## src/rtl/hbr_pkg.sv

```systemverilog
// Package: shared widths and register addresses for the host register port.
// Assumes a status register no wider than the data bus.
package hbr_pkg;
    localparam int DATA_W      = 8;
    localparam int NUM_CNT     = 4;
    localparam int NUM_DL      = 2;
    localparam int NUM_MT      = 2;
    localparam int SYNC_STAGES = 2;
    localparam int ST_W        = NUM_DL + NUM_CNT + NUM_MT;
    localparam int ADDR_STATUS = NUM_CNT;
    localparam int ADDR_MASK   = NUM_CNT + 1;
    localparam int CTRL_W      = 5;
    localparam int PIN_W       = CTRL_W + DATA_W;
endpackage

```

## src/rtl/hbr_sync.sv

```systemverilog
// Module: multi-stage synchronizer for the asynchronous host pins.
// Assumes each bit is used only when its neighbours are stable, as the
// bus protocol guarantees for data around strobe edges.
module hbr_sync #(
    parameter int W      = 8,
    parameter int STAGES = 2,
    parameter logic [W-1:0] RST_VAL = '0
) (
    input  logic         clk,
    input  logic         rst_n,
    input  logic [W-1:0] d,
    output logic [W-1:0] q
);
    logic [W-1:0] pipe [STAGES];

    // Shift the pins through the flop chain.
    always_ff @(posedge clk) begin
        if (!rst_n) begin
            for (int i = 0; i < STAGES; i++) pipe[i] <= RST_VAL;
        end else begin
            pipe[0] <= d;
            for (int i = 1; i < STAGES; i++) pipe[i] <= pipe[i-1];
        end
    end

    assign q = pipe[STAGES-1];
endmodule

```

## src/rtl/hbr_strobe.sv

```systemverilog
// Module: strobe decoder. Turns the synchronized pins into an address
// latch, a read-active level and a one-cycle write event with its data.
// Assumes the bus is stable for at least one cycle around each strobe edge.
module hbr_strobe #(
    parameter int DW = 8
) (
    input  logic          clk,
    input  logic          rst_n,
    input  logic          strobe_sel,
    input  logic          host_en,
    input  logic          ale_s,
    input  logic          rd_s,
    input  logic          wr_s,
    input  logic          cs_s,
    input  logic [DW-1:0] ad_s,
    output logic [DW-1:0] addr_q,
    output logic          rd_act,
    output logic          wr_evt,
    output logic [DW-1:0] wr_data
);
    logic          ale_d;
    logic          wq_d;
    logic [DW-1:0] ad_d;
    logic          rq;
    logic          wq;

    // Read and write qualifiers for the chosen strobe convention.
    always_comb begin
        if (strobe_sel) begin
            rq = host_en && cs_s && rd_s && wr_s;
            wq = host_en && cs_s && rd_s && !wr_s;
        end else begin
            rq = host_en && cs_s && !rd_s;
            wq = host_en && cs_s && !wr_s;
        end
    end

    // Edge history and address capture on the falling latch enable.
    always_ff @(posedge clk) begin
        if (!rst_n) begin
            ale_d  <= 1'b0;
            wq_d   <= 1'b0;
            ad_d   <= '0;
            addr_q <= '0;
        end else begin
            ale_d <= ale_s;
            wq_d  <= wq;
            ad_d  <= ad_s;
            if (host_en && ale_d && !ale_s) addr_q <= ad_d;
        end
    end

    assign rd_act  = rq;
    assign wr_evt  = host_en && wq_d && !wq;
    assign wr_data = ad_d;

    // a disabled host interface neither reads nor writes.
    a_r5_no_access_when_off: assert property (@(posedge clk) disable iff (!rst_n)
        !host_en |-> (!rd_act && !wr_evt));
endmodule

```

## src/rtl/hbr_regfile.sv

```systemverilog
// Module: error counters, interrupt status and mask, read mux and
// interrupt outputs. Assumes single-cycle event pulses in the clk domain.
module hbr_regfile
    import hbr_pkg::*;
#(
    parameter int DW   = DATA_W,
    parameter int NCNT = NUM_CNT,
    parameter int NDL  = NUM_DL,
    parameter int NMT  = NUM_MT
) (
    input  logic            clk,
    input  logic            rst_n,
    input  logic            clr,
    input  logic [DW-1:0]   addr,
    input  logic            wr_evt,
    input  logic [DW-1:0]   wr_data,
    input  logic [NCNT-1:0] cnt_evt,
    input  logic [NDL-1:0]  dl_evt,
    input  logic [NMT-1:0]  mt_evt,
    output logic [DW-1:0]   rdata,
    output logic            irq_dl_n,
    output logic            irq_cm_n
);
    localparam int SW = NDL + NCNT + NMT;
    localparam logic [DW-1:0] CMAX = '1;
    localparam logic [SW-1:0] DL_GRP = SW'((1 << NDL) - 1);
    localparam logic [DW-1:0] A_ST = DW'(NCNT);
    localparam logic [DW-1:0] A_MK = DW'(NCNT + 1);

    logic [NCNT-1:0][DW-1:0] cnt_q;
    logic [NCNT-1:0]         sat_set;
    logic [SW-1:0]           status_q;
    logic [DW-1:0]           mask_q;
    logic [SW-1:0]           set_vec;
    logic [SW-1:0]           clr_vec;

    for (genvar i = 0; i < NCNT; i++) begin : g_cnt
        // Saturating error counter i, zeroed while initialize is active.
        always_ff @(posedge clk) begin
            if (!rst_n)                           cnt_q[i] <= '0;
            else if (clr)                         cnt_q[i] <= '0;
            else if (cnt_evt[i] && cnt_q[i] != CMAX) cnt_q[i] <= cnt_q[i] + 1'b1;
        end

        assign sat_set[i] = !clr && cnt_evt[i] && (cnt_q[i] == CMAX - 1'b1);

        // a full counter stays full.
        a_r8_no_wrap: assert property (@(posedge clk) disable iff (!rst_n)
            (cnt_q[i] == CMAX && !clr) |=> cnt_q[i] == CMAX);
        // initialize leaves the counter at zero.
        a_r11_init_clears: assert property (@(posedge clk) disable iff (!rst_n)
            clr |=> cnt_q[i] == '0);
    end

    assign set_vec = {mt_evt, sat_set, dl_evt};
    assign clr_vec = (wr_evt && addr == A_ST) ? wr_data[SW-1:0] : '0;

    // Status: events set bits, host writes of one clear them, set wins.
    always_ff @(posedge clk) begin
        if (!rst_n) status_q <= '0;
        else        status_q <= (status_q & ~clr_vec) | set_vec;
    end

    for (genvar b = 0; b < SW; b++) begin : g_st_chk
        // an event is never lost to a simultaneous clear.
        a_r9_set_wins: assert property (@(posedge clk) disable iff (!rst_n)
            set_vec[b] |=> status_q[b]);
    end

    // Mask register, written by the host.
    always_ff @(posedge clk) begin
        if (!rst_n)                      mask_q <= '0;
        else if (wr_evt && addr == A_MK) mask_q <= wr_data;
    end

    // Read mux over the register map.
    always_comb begin
        rdata = '0;
        for (int i = 0; i < NCNT; i++) begin
            if (addr == DW'(i)) rdata = cnt_q[i];
        end
        if (addr == A_ST) rdata = DW'(status_q);
        if (addr == A_MK) rdata = mask_q;
    end

    // Interrupt lines per group.
    assign irq_dl_n = ~|(status_q & ~mask_q[SW-1:0] & DL_GRP);
    assign irq_cm_n = ~|(status_q & ~mask_q[SW-1:0] & ~DL_GRP);
endmodule

```

## src/rtl/host_regport.sv

```systemverilog
// Module: host register port top. Synchronizes the host pins, decodes the
// strobes and serves the register file over a multiplexed bus.
// Assumes the host holds each bus phase for several system clock cycles.
module host_regport
    import hbr_pkg::*;
(
    input  logic                clk,
    input  logic                rst_n,
    input  logic                init_n,
    input  logic                host_off,
    input  logic                strobe_sel,
    input  logic                ale,
    input  logic                rd_n,
    input  logic                wr_n,
    input  logic                cs,
    input  logic [DATA_W-1:0]   ad_in,
    output logic [DATA_W-1:0]   ad_out,
    output logic                ad_oe,
    input  logic [NUM_CNT-1:0]  cnt_evt,
    input  logic [NUM_DL-1:0]   dl_evt,
    input  logic [NUM_MT-1:0]   mt_evt,
    output logic                irq_dl_n,
    output logic                irq_cm_n
);
    localparam logic [PIN_W-1:0] PIN_RST = {1'b1, 1'b0, 1'b1, 1'b1, 1'b0, {DATA_W{1'b0}}};

    logic [PIN_W-1:0]  pins_s;
    logic              init_s, cs_s, wr_s, rd_s, ale_s;
    logic [DATA_W-1:0] ad_s;
    logic              host_en;
    logic [DATA_W-1:0] addr_q;
    logic              rd_act;
    logic              wr_evt;
    logic [DATA_W-1:0] wr_data;
    logic [DATA_W-1:0] rdata;

    hbr_sync #(.W(PIN_W), .STAGES(SYNC_STAGES), .RST_VAL(PIN_RST)) u_sync (
        .clk   (clk),
        .rst_n (rst_n),
        .d     ({init_n, cs, wr_n, rd_n, ale, ad_in}),
        .q     (pins_s)
    );

    assign {init_s, cs_s, wr_s, rd_s, ale_s, ad_s} = pins_s;
    assign host_en = !host_off && init_s;

    hbr_strobe #(.DW(DATA_W)) u_strobe (
        .clk        (clk),
        .rst_n      (rst_n),
        .strobe_sel (strobe_sel),
        .host_en    (host_en),
        .ale_s      (ale_s),
        .rd_s       (rd_s),
        .wr_s       (wr_s),
        .cs_s       (cs_s),
        .ad_s       (ad_s),
        .addr_q     (addr_q),
        .rd_act     (rd_act),
        .wr_evt     (wr_evt),
        .wr_data    (wr_data)
    );

    hbr_regfile u_regs (
        .clk      (clk),
        .rst_n    (rst_n),
        .clr      (!init_s),
        .addr     (addr_q),
        .wr_evt   (wr_evt),
        .wr_data  (wr_data),
        .cnt_evt  (cnt_evt),
        .dl_evt   (dl_evt),
        .mt_evt   (mt_evt),
        .rdata    (rdata),
        .irq_dl_n (irq_dl_n),
        .irq_cm_n (irq_cm_n)
    );

    assign ad_oe  = rd_act;
    assign ad_out = rdata;

    // the bus is driven only under select with the host enabled.
    a_r6_oe_qualified: assert property (@(posedge clk) disable iff (!rst_n)
        ad_oe |-> (cs_s && init_s && !host_off));
    // no read drive while a write event fires.
    a_r6_no_oe_on_write: assert property (@(posedge clk) disable iff (!rst_n)
        wr_evt |-> !ad_oe);
endmodule

```

## config.mk

```make
export PLATFORM = sky130hd
export DESIGN_NAME = host_regport
export DESIGN_NICKNAME = d
export VERILOG_FILES = /design/src/rtl/hbr_pkg.sv /design/src/rtl/hbr_sync.sv /design/src/rtl/hbr_strobe.sv /design/src/rtl/hbr_regfile.sv /design/src/rtl/host_regport.sv
export SDC_FILE = /design/constraint.sdc
export NUM_CORES = 1
export LEC_CHECK = 0
export ABC_AREA = 0
export CAP_MARGIN = 20
export CORE_UTILIZATION = 49
export DETAILED_ROUTE_END_ITERATION = 12
export PLACE_DENSITY = 0.77
export SYNTH_ARGS = -nofsm -noshare
export SYNTH_HDL_FRONTEND = slang
export SYNTH_SLANG_ARGS = --single-unit
export TNS_END_PERCENT = 5
```

## constraint.sdc

```tcl
create_clock -name clk -period 2.3 [get_ports clk]
set_clock_uncertainty 0.1 [all_clocks]
set_input_delay 0.575 -clock clk [delete_from_list [all_inputs] [get_ports clk]]
set_output_delay 0.575 -clock clk [all_outputs]
set_load 0.01 [all_outputs]
```

; ---- Yosys cells after proc, flatten, opt, wreduce, memory -nomap -nowiden
; Memories as Yosys holds them, arrays and structs flattened.
; Index checks and enable logic that the tools add are counted.
[totals]
reg_bits = 66
ram_bits = 26
output_inout_bits = 11
word_cells = 84
n_memories = 1
[classes]
n_addsub = 4
eq_ne = 13
mux = 13
n_bitwise = 7
n_reduce_logical = 36
[mem_list]
columns = memory, words, width, read_ports, rd_ports_with_merged_regs, wr, line_no
row1 = u_sync.pipe, 2, 13, 2, 0, 2, hbr_sync.sv:14  ; logic [W-1:0] pipe [STAGES];
[ops]
columns = cell, n
row1 = $mux 8, 7
row2 = $add 8x1->8 const B, 4
row3 = $eq 8x8->1 const B, 4
row4 = $ne 8x8->1 const B, 4
row5 = $mux 13, 2
row6 = $logic_and 1x1->1, 25
row7 = $and 8x8->8, 2
row8 = $eq 8x2->1 const B, 2
row9 = $eq 8x3->1 const B, 2
row10 = $not 8->8, 2
row11 = $eq 8x1->1 const B, 1
row12 = $logic_not 8->1, 1
row13 = $or 8x8->8, 1
row14 = $logic_not 1->1, 7
row15 = $reduce_or 6->1, 1
row16 = $mux 1, 4
row17 = $or 1x1->1, 2
row18 = $reduce_and 2->1, 1
row19 = $reduce_or 2->1, 1

; ---- Depth between registers and ports, before layout
; Gate-level depths: netlist (run 1).
[depth]
word_depth = 13
mapped_depth = 6

; ---- Hierarchy
; Synthesis (run 1) repeated with hierarchy kept, for this count alone.
[hier_totals]
hier_cells = 479
area_unflattened_um2 = 4398.0
[by_module_without_submodules]
columns = module, n_inst, cells_per_inst, area_per_inst_um2, seq_area_each_um2
row1 = hbr_regfile, 1, 344, 2929.1, 960.9
row2 = hbr_sync, 1, 67, 804.5, 520.5
row3 = hbr_strobe, 1, 66, 646.9, 360.3
row4 = host_regport, 1, 2, 17.5, 0.0

; ---- Least setup slack after synthesis (run 1)
; No wires, ideal clock.
[synth_timing]
kind = reg-to-output
startpoint = register u_strobe.addr_q[1]
endpoint = output ad_out[1]
arrival_time_ns = 1.396
setup_slack_ns = 0.229
path_stages_with_launch = 7
cell_sequence = dfxtp_1 -> buf_2 -> buf_1 -> mux2i_1 -> o2bb2ai_1 -> a222oi_1 -> nor2_1
[synth_between]
elab_chain_cells = 7
[synth_lines]
columns = item, line_no
row1 = "start, declared", hbr_strobe.sv:16  ; output logic [DW-1:0] addr_q,
row2 = "start signal, assigned", hbr_strobe.sv:44  ; addr_q <= '0;
row3 = "start signal, assigned", hbr_strobe.sv:49  ; if (host_en && ale_d && !ale_s) addr_q <= ad_d;
row4 = $logic_not 8->1, hbr_regfile.sv:80  ; if (addr == DW'(i)) rdata = cnt_q[i];
row5 = $mux 8 (4 in series), hbr_regfile.sv:80
row6 = $mux 8, hbr_regfile.sv:82  ; if (addr == A_ST) rdata = DW'(status_q);
row7 = $mux 8 (*), hbr_regfile.sv:83  ; if (addr == A_MK) rdata = mask_q;
row8 = "end, declared", host_regport.sv:17  ; output logic [DATA_W-1:0] ad_out,
; Mark *: on every way between the ends. The rest lies on a longest branch, timed or not.

; ---- Worst setup path in the final report (run 1)
[layout_timing]
startpoint = register u_strobe.addr_q[4]
endpoint = output ad_out[3]
; The elaborated chain is that of the path after synthesis.

==> summary.txt, run 1 <==
Yosys
  • Post-synth EDFFs: 0
  • Yosys warns: 0
  • Mapped Area: roughly 4000 sq um
  • Library cells used by synthesis: 47
  • Syn_area_per_cell: 9.03 sq um
  • Post-synthesis cell count: 453
  • Ys async rst share: 0%
  • Main synth FF type: dfxtp_1
  • Syn Nets: between 400 and 500
  • Flops & latches, synth: 92
  • Sequential fraction of the synthesis area: 45.0%

Drt
  • M1 wire length: 3.99 mm
  • First-pass DRT Iterations: 5
  • Drt via density: 5.62
  • WL met3: 460 um
  • Top sig layer: met4
  • Starting DRT DRC Count: roughly 210
  • Vias: 3564
  • Met2 WL: 4.50 mm
  • Drt total wl: 9.17 mm
  • DRT antenna net count: 0
  • Routed length per instance: between 10 and 15 um
  • Drt drc: 0

Critical path
  • Slowest cell on crit path: dfxtp_1
  • Max FO, Critical Path: 5
  • Worst R2R Path Depth: 6
  • Nature of the critical path startpoint: flop
  • Worst path arrival time: 1.84 ns
  • Worst-path cell chain: or2_1 > nor4_2 > buf_4 > buf_4 > o211ai_1 > a21oi_2 > buf_2
  • Worst path most repeated cell: buf_4
  • Setup CP Type: reg2out
  • Max incr delay on CP: 0.32 ns
  • Worst setup EP type: primary output
  • Worst Path Required: 1.62 ns

Floorplan
  • Die width: between 90 and 100 um
  • Row count: 32
  • Core ar.: roughly 8000 sq um
  • Top-Level Pins: 36
  • Die footprint: 8710 sq um
  • Chip height: 93.4 um
  • Initial Utilization: between 50% and 60%

Run status
  • Violated checks: negative setup slack
  • Status: finished with violations

Job
  • Max-Cap Viols: 0

CTS
  • Clk slew on worst S/H paths: 0.09 ns
  • H-Tree Depth: 3
  • Clk_lat worst skew: 0.36 ns
  • Max Buffers Root-to-Sink: 2
  • CTS tree: built
  • CTS Buf Count: 9
  • Sink Count: a little over 90
  • Clock Root Buffer: clkbuf_8

Timing
  • Share of the clock period used by the worst path after layout: 109%
  • RSZ-0062 raised after global routing: true
  • Final setup margin: -0.214 ns
  • Min cycle time layout: 2.51 ns
  • Max Slew Vio Count: 0
  • Slew margin rel.: 65.9%
  • Fin. Hold Viols: 0
  • Slew @ Worst Pin: 0.511 ns
  • Max frequency: 0.398 GHz
  • # setup viols final: 8

Global route
  • Largest net degree at the start of global routing: 69
  • First-pass GRT wire length: 15.4 mm
  • Global route total overflow: 0
  • Initial antenna violation count: 0
  • Number of global-route vias before repair: 3359
  • GR Util All Layers: 22.9%

Min path
  • Hold Path Stages: 1
  • Hold WC Path Type: reg2reg

Pwr
  • Worst vdd ir: 0.548 mV
  • NetSw: 0.739 mW
  • Clock network power share: 38.0%
  • Leakage: 1.89 nW
  • Switching share of power: 24.2%
  • PwrDens: 598 nW/um^2
  • Logic pwr share: 7.6%
  • Seq pwr share: 54.4%
  • Internal power: approximately 2.3 mW

Place
  • Placed insts: between 600 and 700
  • Placer Congestion: 0.941
  • Port Buffers: 35
  • Detailed placer's ending HPWL: roughly 6.7 mm

Final layout
  • Share of cells above drive strength 1: roughly 18%
  • Fillers: 649
  • Net count, final: between 500 and 600
  • Cell Count, Final, Fillers Out: 634
  • # diodes: 0
  • Post-layout util: 64.7%
  • Area Growth Syn to Fin: 24.9%
-- state kept, by name, indices dropped and copies added (netlist names) --
signal,cells
u_sync.pipe,26
u_strobe.addr_q,8
u_regs.mask_q,8
u_regs.cnt_q,32
u_strobe.ale_d,1
u_strobe.wq_d,1
u_strobe.wr_data,8
u_regs.status_q,8
-- critical path, delay by kind of cell (launching register included) --
family | cells | cell delay [ns]
AO/OA/AOI/OAI | 2 | 0.28
buffers and inverters | 3 | 0.45
flip-flops | 1 | 0.32
AND/OR/NAND/NOR | 2 | 0.43
-- routing by layer --
metal  vias up  GRT usage [%]
li1       1756              -
met1      1679           27.8
met2       104           39.0
met3        25           5.45
met4         0           8.97
met5         -              0
-- metrics by stage --
| stage | hold WS (ns) | worst slack (ns) | cell area [sq um] | setup TNS, ns | power [mW] |
|---|---|---|---|---|---|
| after global placement | 0.289 | -0.231 | 4880 | -1.34 | 1.93 |
| final | 0.314 | -0.214 | 5110 | -1.10 | 3.05 |
| after global routing | 0.340 | -0.322 | 5110 | -1.96 | 3.20 |
| after floorplan | 0.286 | 0.229 | 4090 | 0 | 1.81 |
| after detailed placement | 0.298 | -0.256 | 4880 | -1.71 | 1.93 |
| after CTS | 0.320 | -0.178 | 5110 | -1.03 | 3.08 |
-- final timing paths --
path,startpoint,endpoint,slack [ns]
hold reg to reg,u_sync.pipe[0][10],u_sync.pipe[0][23],0.31
setup / recovery,u_strobe.addr_q[4],ad_out[3],-0.21
setup reg to reg,u_strobe.addr_q[4],u_regs.mask_q[5],0.31
hold / removal,u_sync.pipe[0][10],u_sync.pipe[0][23],0.31
-- power by group through the flow --
stage          Clock (mW)  Combinational, mW  Sequential (mW)
2_1_floorplan           0              0.114             1.70
3_3_place_gp            0              0.229             1.70
3_5_place_dp            0              0.236             1.70
4_1_cts              1.19              0.234             1.66
5_1_grt              1.27              0.259             1.67
6_report             1.16              0.232             1.66
-- cell usage after synthesis (all sizes together), types with 5 or more instances --
| library cell | n | area share (%) |
|---|---|---|
| xnor2 | 16 | 3.4 |
| a31oi | 8 | 1.2 |
| and2 | 29 | 4.4 |
| nand4 | 10 | 1.5 |
| dfxtp | 92 | 45 |
| a21boi | 6 | 1.1 |
| clkbuf | 20 | 1.8 |
| a211oi | 9 | 1.7 |
| nand2b | 7 | 1.1 |
| nor2b | 15 | 2.3 |
| ha | 8 | 2.4 |
| nor4 | 6 | 0.92 |
| mux2i | 19 | 4.7 |
| a311oi | 6 | 1.3 |
| o22ai | 6 | 0.92 |
| o21ai | 13 | 1.6 |
| a21oi | 18 | 2.2 |
| nand3 | 11 | 1.3 |
| nor2 | 30 | 2.8 |
| nor3 | 10 | 1.5 |
| inv | 19 | 1.7 |
| nand2 | 40 | 3.7 |
| o21a | 5 | 0.92 |
-- area by class of cell --
| cell class | instances | area, sq um | area share, % |
|---|---|---|---|
| multi-input combinational | 319 | 2120 | 41.5 |
| sequential | 92 | 1850 | 36.2 |
| timing repair buffer | 86 | 723 | 14.2 |
| clock buffer | 10 | 138 | 2.70 |
| tap | 102 | 128 | 2.50 |
| clock inverter | 6 | 77.6 | 1.52 |
| inverter | 19 | 75.1 | 1.47 |
-- cell usage in the layout (no fill, tap or decap), types with 3 or more instances in the layout --
cell type / synthesis / routed
nand2b_1: 7 / 7
o211ai_1: 3 / 3
o31ai_1: 4 / 4
and3_1: 4 / 4
a22oi_1: 3 / 3
xnor2_1: 16 / 16
mux2i_1: 19 / 19
nor3_1: 9 / 7
a311oi_1: 6 / 6
a31o_2: 4 / 4
nand4_1: 10 / 10
dfxtp_1: 92 / 89
and4_1: 4 / 4
a31oi_1: 8 / 8
nor2_1: 30 / 30
a211oi_1: 9 / 9
clkbuf_8: 0 / 10
a21oi_1: 18 / 17
o22ai_1: 6 / 6
ha_1: 8 / 8
nor2b_1: 15 / 14
o21a_1: 5 / 5
or3_1: 4 / 4
a21boi_0: 5 / 5
nand2_1: 40 / 40
nor4_1: 6 / 5
clkdlybuf4s50_1: 0 / 24
nand3_1: 11 / 11
buf_2: 1 / 7
inv_1: 19 / 18
buf_4: 0 / 48
o21ai_0: 13 / 13
and2_1: 29 / 29
-- timing repair --
| action | CTS | global route |
|---|---|---|
| setup endpoints to repair | 10 | 9 |
| hold endpoints to repair | 0 | 0 |
| gates resized for setup | 44 | 2 |
| pin swaps | 3 | 0 |
| buffers inserted | 1 | 0 |
| hold buffers | 0 | 0 |
-- logic make-up after synthesis --
| group | synth area share (%) |
|---|---|
| xor+xnor | 3.43 |
| flops | 45.0 |
| compound gates | 15.4 |
| mux | 6.30 |
| buf+inv | 3.89 |
| simple gates | 23.5 |
| fa+ha+maj | 2.45 |
No activity file was read; power rests on OpenSTA's default activity.
==> run 2: changes to the inputs <==
Settings changed: CTS_BUF_LIST set to sky130_fd_sc_hd__clkbuf_8.
==> results of run 2 <==
Final layout, timing and power as in run 1 (identical DEF).
==> run 3: changes to the inputs <==
Settings changed: CORE_MARGIN set to 5, GPL_TIMING_DRIVEN set to 0.
==> run 3 against run 2 <==
Compared with the run above:
- the run still ends with negative setup slack left
- die area up 18%
- via count decreased by 2.1%
- combinational power fell by 13%
- wire length increased by 3.2%
- cell area decreased by 4.5%
- worst hold slack worse by 0.00085 ns
==> summary.txt, run 3 (synthesis results as in run 1) <==
Drt
  • Top sig layer: met4 (unchanged)
  • M1 wire length: 4.03 mm (was 3.99 mm)
  • Starting DRT DRC Count: 176 (was 205)
  • Met2 WL: 4.67 mm (was 4.50 mm)
  • Drt via density: 5.69 (was 5.62)
  • Routed length per instance: 15.4 um (was 14.5 um)
  • First-pass DRT Iterations: 5 (unchanged)
  • Vias: 3490 (was 3564)
  • Drt drc: 0 (unchanged)
  • Drt total wl: 9.46 mm (was 9.17 mm)
  • WL met3: 586 um (was 460 um)
  • DRT antenna net count: 0 (unchanged)

Run status
  • Violated checks: negative setup slack (unchanged)
  • Status: finished with violations (unchanged)

Global route
  • GR Util All Layers: 18.8% (was 22.9%)
  • Global route total overflow: 0 (unchanged)
  • First-pass GRT wire length: 15.3 mm (was 15.4 mm)
  • Largest net degree at the start of global routing: 17 (was 69)
  • Number of global-route vias before repair: 3188 (was 3359)
  • Initial antenna violation count: 0 (unchanged)

Critical path
  • Max FO, Critical Path: 5 (unchanged)
  • Slowest cell on crit path: mux4_2 (was dfxtp_1)
  • Worst Path Required: 1.62 ns (about the same)
  • Worst path arrival time: 1.84 ns (about the same)
  • Kind of cell adding the most delay to the critical path: multiplexers (was buffers and inverters)
  • Nature of the critical path startpoint: flop (unchanged)
  • Worst setup EP type: primary output (unchanged)
  • Worst path bufs/invs: 2 (was 3)
  • Max incr delay on CP: 0.52 ns (was 0.32 ns)
  • Setup CP Type: reg2out (unchanged)
  • Worst-path cell chain: buf_6 > mux4_2 > a22oi_2 > nor2_4 > clkdlybuf4s15_2 (was or2_1 > nor4_2 > buf_4 > buf_4 > o211ai_1 > a21oi_2 > buf_2)
  • R2R Setup Slk: 0.19 ns (was 0.31 ns)

Timing
  • Aggregate negative setup slack: -1.06 ns (was -1.10 ns)
  • Share of the clock period used by the worst path after layout: 109% (about the same)
  • # setup viols final: 8 (unchanged)
  • Max frequency: 0.398 GHz (about the same)
  • Max Slew Vio Count: 0 (unchanged)
  • Slew @ Worst Pin: 0.618 ns (was 0.511 ns)
  • Final setup margin: -0.210 ns (was -0.214 ns)
  • Slew margin rel.: 58.8% (was 65.9%)
  • Min cycle time layout: 2.51 ns (about the same)
  • Fin. Hold Viols: 0 (unchanged)
  • RSZ-0062 raised after global routing: true (unchanged)

Final layout
  • Cell area after layout: 4880 sq um (was 5110 sq um)
  • Fillers: 711 (was 649)
  • Net count, final: 536 (was 560)
  • Most common cell after layout, fill and taps aside: dfxtp_1 (unchanged)
  • Area Growth Syn to Fin: 19.3% (was 24.9%)
  • Largest Register: u_regs.cnt_q (unchanged)
  • Share of cells above drive strength 1: 12.2% (was 18.2%)
  • Storage element area: 1850 sq um (about the same)
  • Leading cell types in the layout, fill and taps excluded: dfxtp_1, nand2_1, and2_1, nor2_1, clkdlybuf4s50_1 (was dfxtp_1, buf_4, nand2_1, nor2_1, and2_1)
  • Area of the multi-input gates: 2170 sq um (was 2120 sq um)
  • Largest registers: u_regs.cnt_q (32), u_sync.pipe (26) (unchanged)
  • Max FFs per register: 32 (unchanged)
  • # diodes: 0 (unchanged)

Floorplan
  • Initial Utilization: 50.0% (was 51.8%)
  • Chip height: 101 um (was 93.4 um)
  • Top-Level Pins: 36 (unchanged)
  • Row count: 33 (was 32)
  • Core ar.: 8180 sq um (was 7890 sq um)
  • Die width: 101 um (was 93.4 um)
  • Die footprint: 10300 sq um (was 8710 sq um)

Place
  • Placed instance area: 4560 sq um (was 4880 sq um)
  • Detailed placer's ending HPWL: 6.61 mm (was 6.69 mm)
  • Port Buffers: 34 (was 35)
  • Setup Slack @ Placement: -0.662 ns (was -0.256 ns)
  • Placer Congestion: 0.888 (was 0.941)

CTS
  • Max Buffers Root-to-Sink: 2 (unchanged)
  • # hold bufs at CTS: 0 (unchanged)
  • Clk_lat worst skew: 0.37 ns (was 0.36 ns)
  • CTS tree: built (unchanged)
  • H-Tree Depth: 3 (unchanged)
  • Clock Root Buffer: clkbuf_8 (unchanged)
  • Sink Count: 92 (unchanged)
  • CTS Buf Count: 9 (unchanged)
  • Clk slew on worst S/H paths: 0.09 ns (about the same)

Min path
  • Hold WC Path Type: reg2reg (unchanged)

Pwr
  • Final Power: 2.98 mW (was 3.05 mW)
  • PwrDens: 611 nW/um^2 (was 598 nW/um^2)
  • Leakage: 1.70 nW (was 1.89 nW)
  • Worst vdd ir: 0.430 mV (was 0.548 mV)

Job
  • Max-Cap Viols: 0 (unchanged)
[run 3: area by class of cell]
type / count / area share (%)
multi-input cells: 319 / 44.4
flip-flops and latches: 92 / 37.9
repair buffers: 39 / 7.18
well taps: 105 / 2.69
clock buffers: 9 / 2.54
plain buffers: 23 / 2.33
inverters: 19 / 1.51
clock inverters: 7 / 1.49
[run 3: what timing repair did]
item | 4_1_cts | 5_1_grt
setup buffers | 5 | 0
hold endpoints to repair | 0 | 0
pin swaps | 9 | 6
gates resized for setup | 60 | 13
endpoints found under the setup margin | 10 | 9
[run 3: worst register-to-register path: stages (launching register included)]
cell	delay, ns
dfxtp_2	0.33
buf_6	0.13
buf_12	0.12
buf_4	0.12
nor4b_1	0.41
o2111a_1	0.45
nand2_1	0.10
a31o_2	0.25
[run 3: power by group]
part | total (mW) | switching (mW) | leakage, nW | internal [mW]
clock network | 1.10 | 0.592 | 0.102 | 0.508
registers | 1.68 | 0.0424 | 0.753 | 1.64
logic | 0.203 | 0.0989 | 0.841 | 0.105
[run 3: layer usage]
layer  vias to the layer above  GRT usage, %
li1                       1714             -
met1                      1634          23.3
met2                       119          31.7
met3                        23          5.17
met4                         0          6.03
met5                         -             0
[run 3: final timing paths]
check                                   startpoint                  to  cells after the start
worst max register to register  u_strobe.addr_q[1]  u_regs.status_q[2]                      7
worst min-delay path            u_sync.pipe[0][10]  u_sync.pipe[0][23]                      1
worst min register to register  u_sync.pipe[0][10]  u_sync.pipe[0][23]                      1
worst max-delay path            u_strobe.addr_q[1]           ad_out[2]                      5
[run 3: through the flow]
| stage | util [%] | std cells | hold WS, ns |
|---|---|---|---|
| floorplan | - | 453 | 0.286 |
| global placement | 55.8 | 592 | 0.289 |
| detailed placement | 55.8 | 592 | 0.294 |
| CTS | 59.3 | 613 | 0.317 |
| global route | 59.7 | 613 | 0.332 |
| finish | 59.7 | 613 | 0.314 |
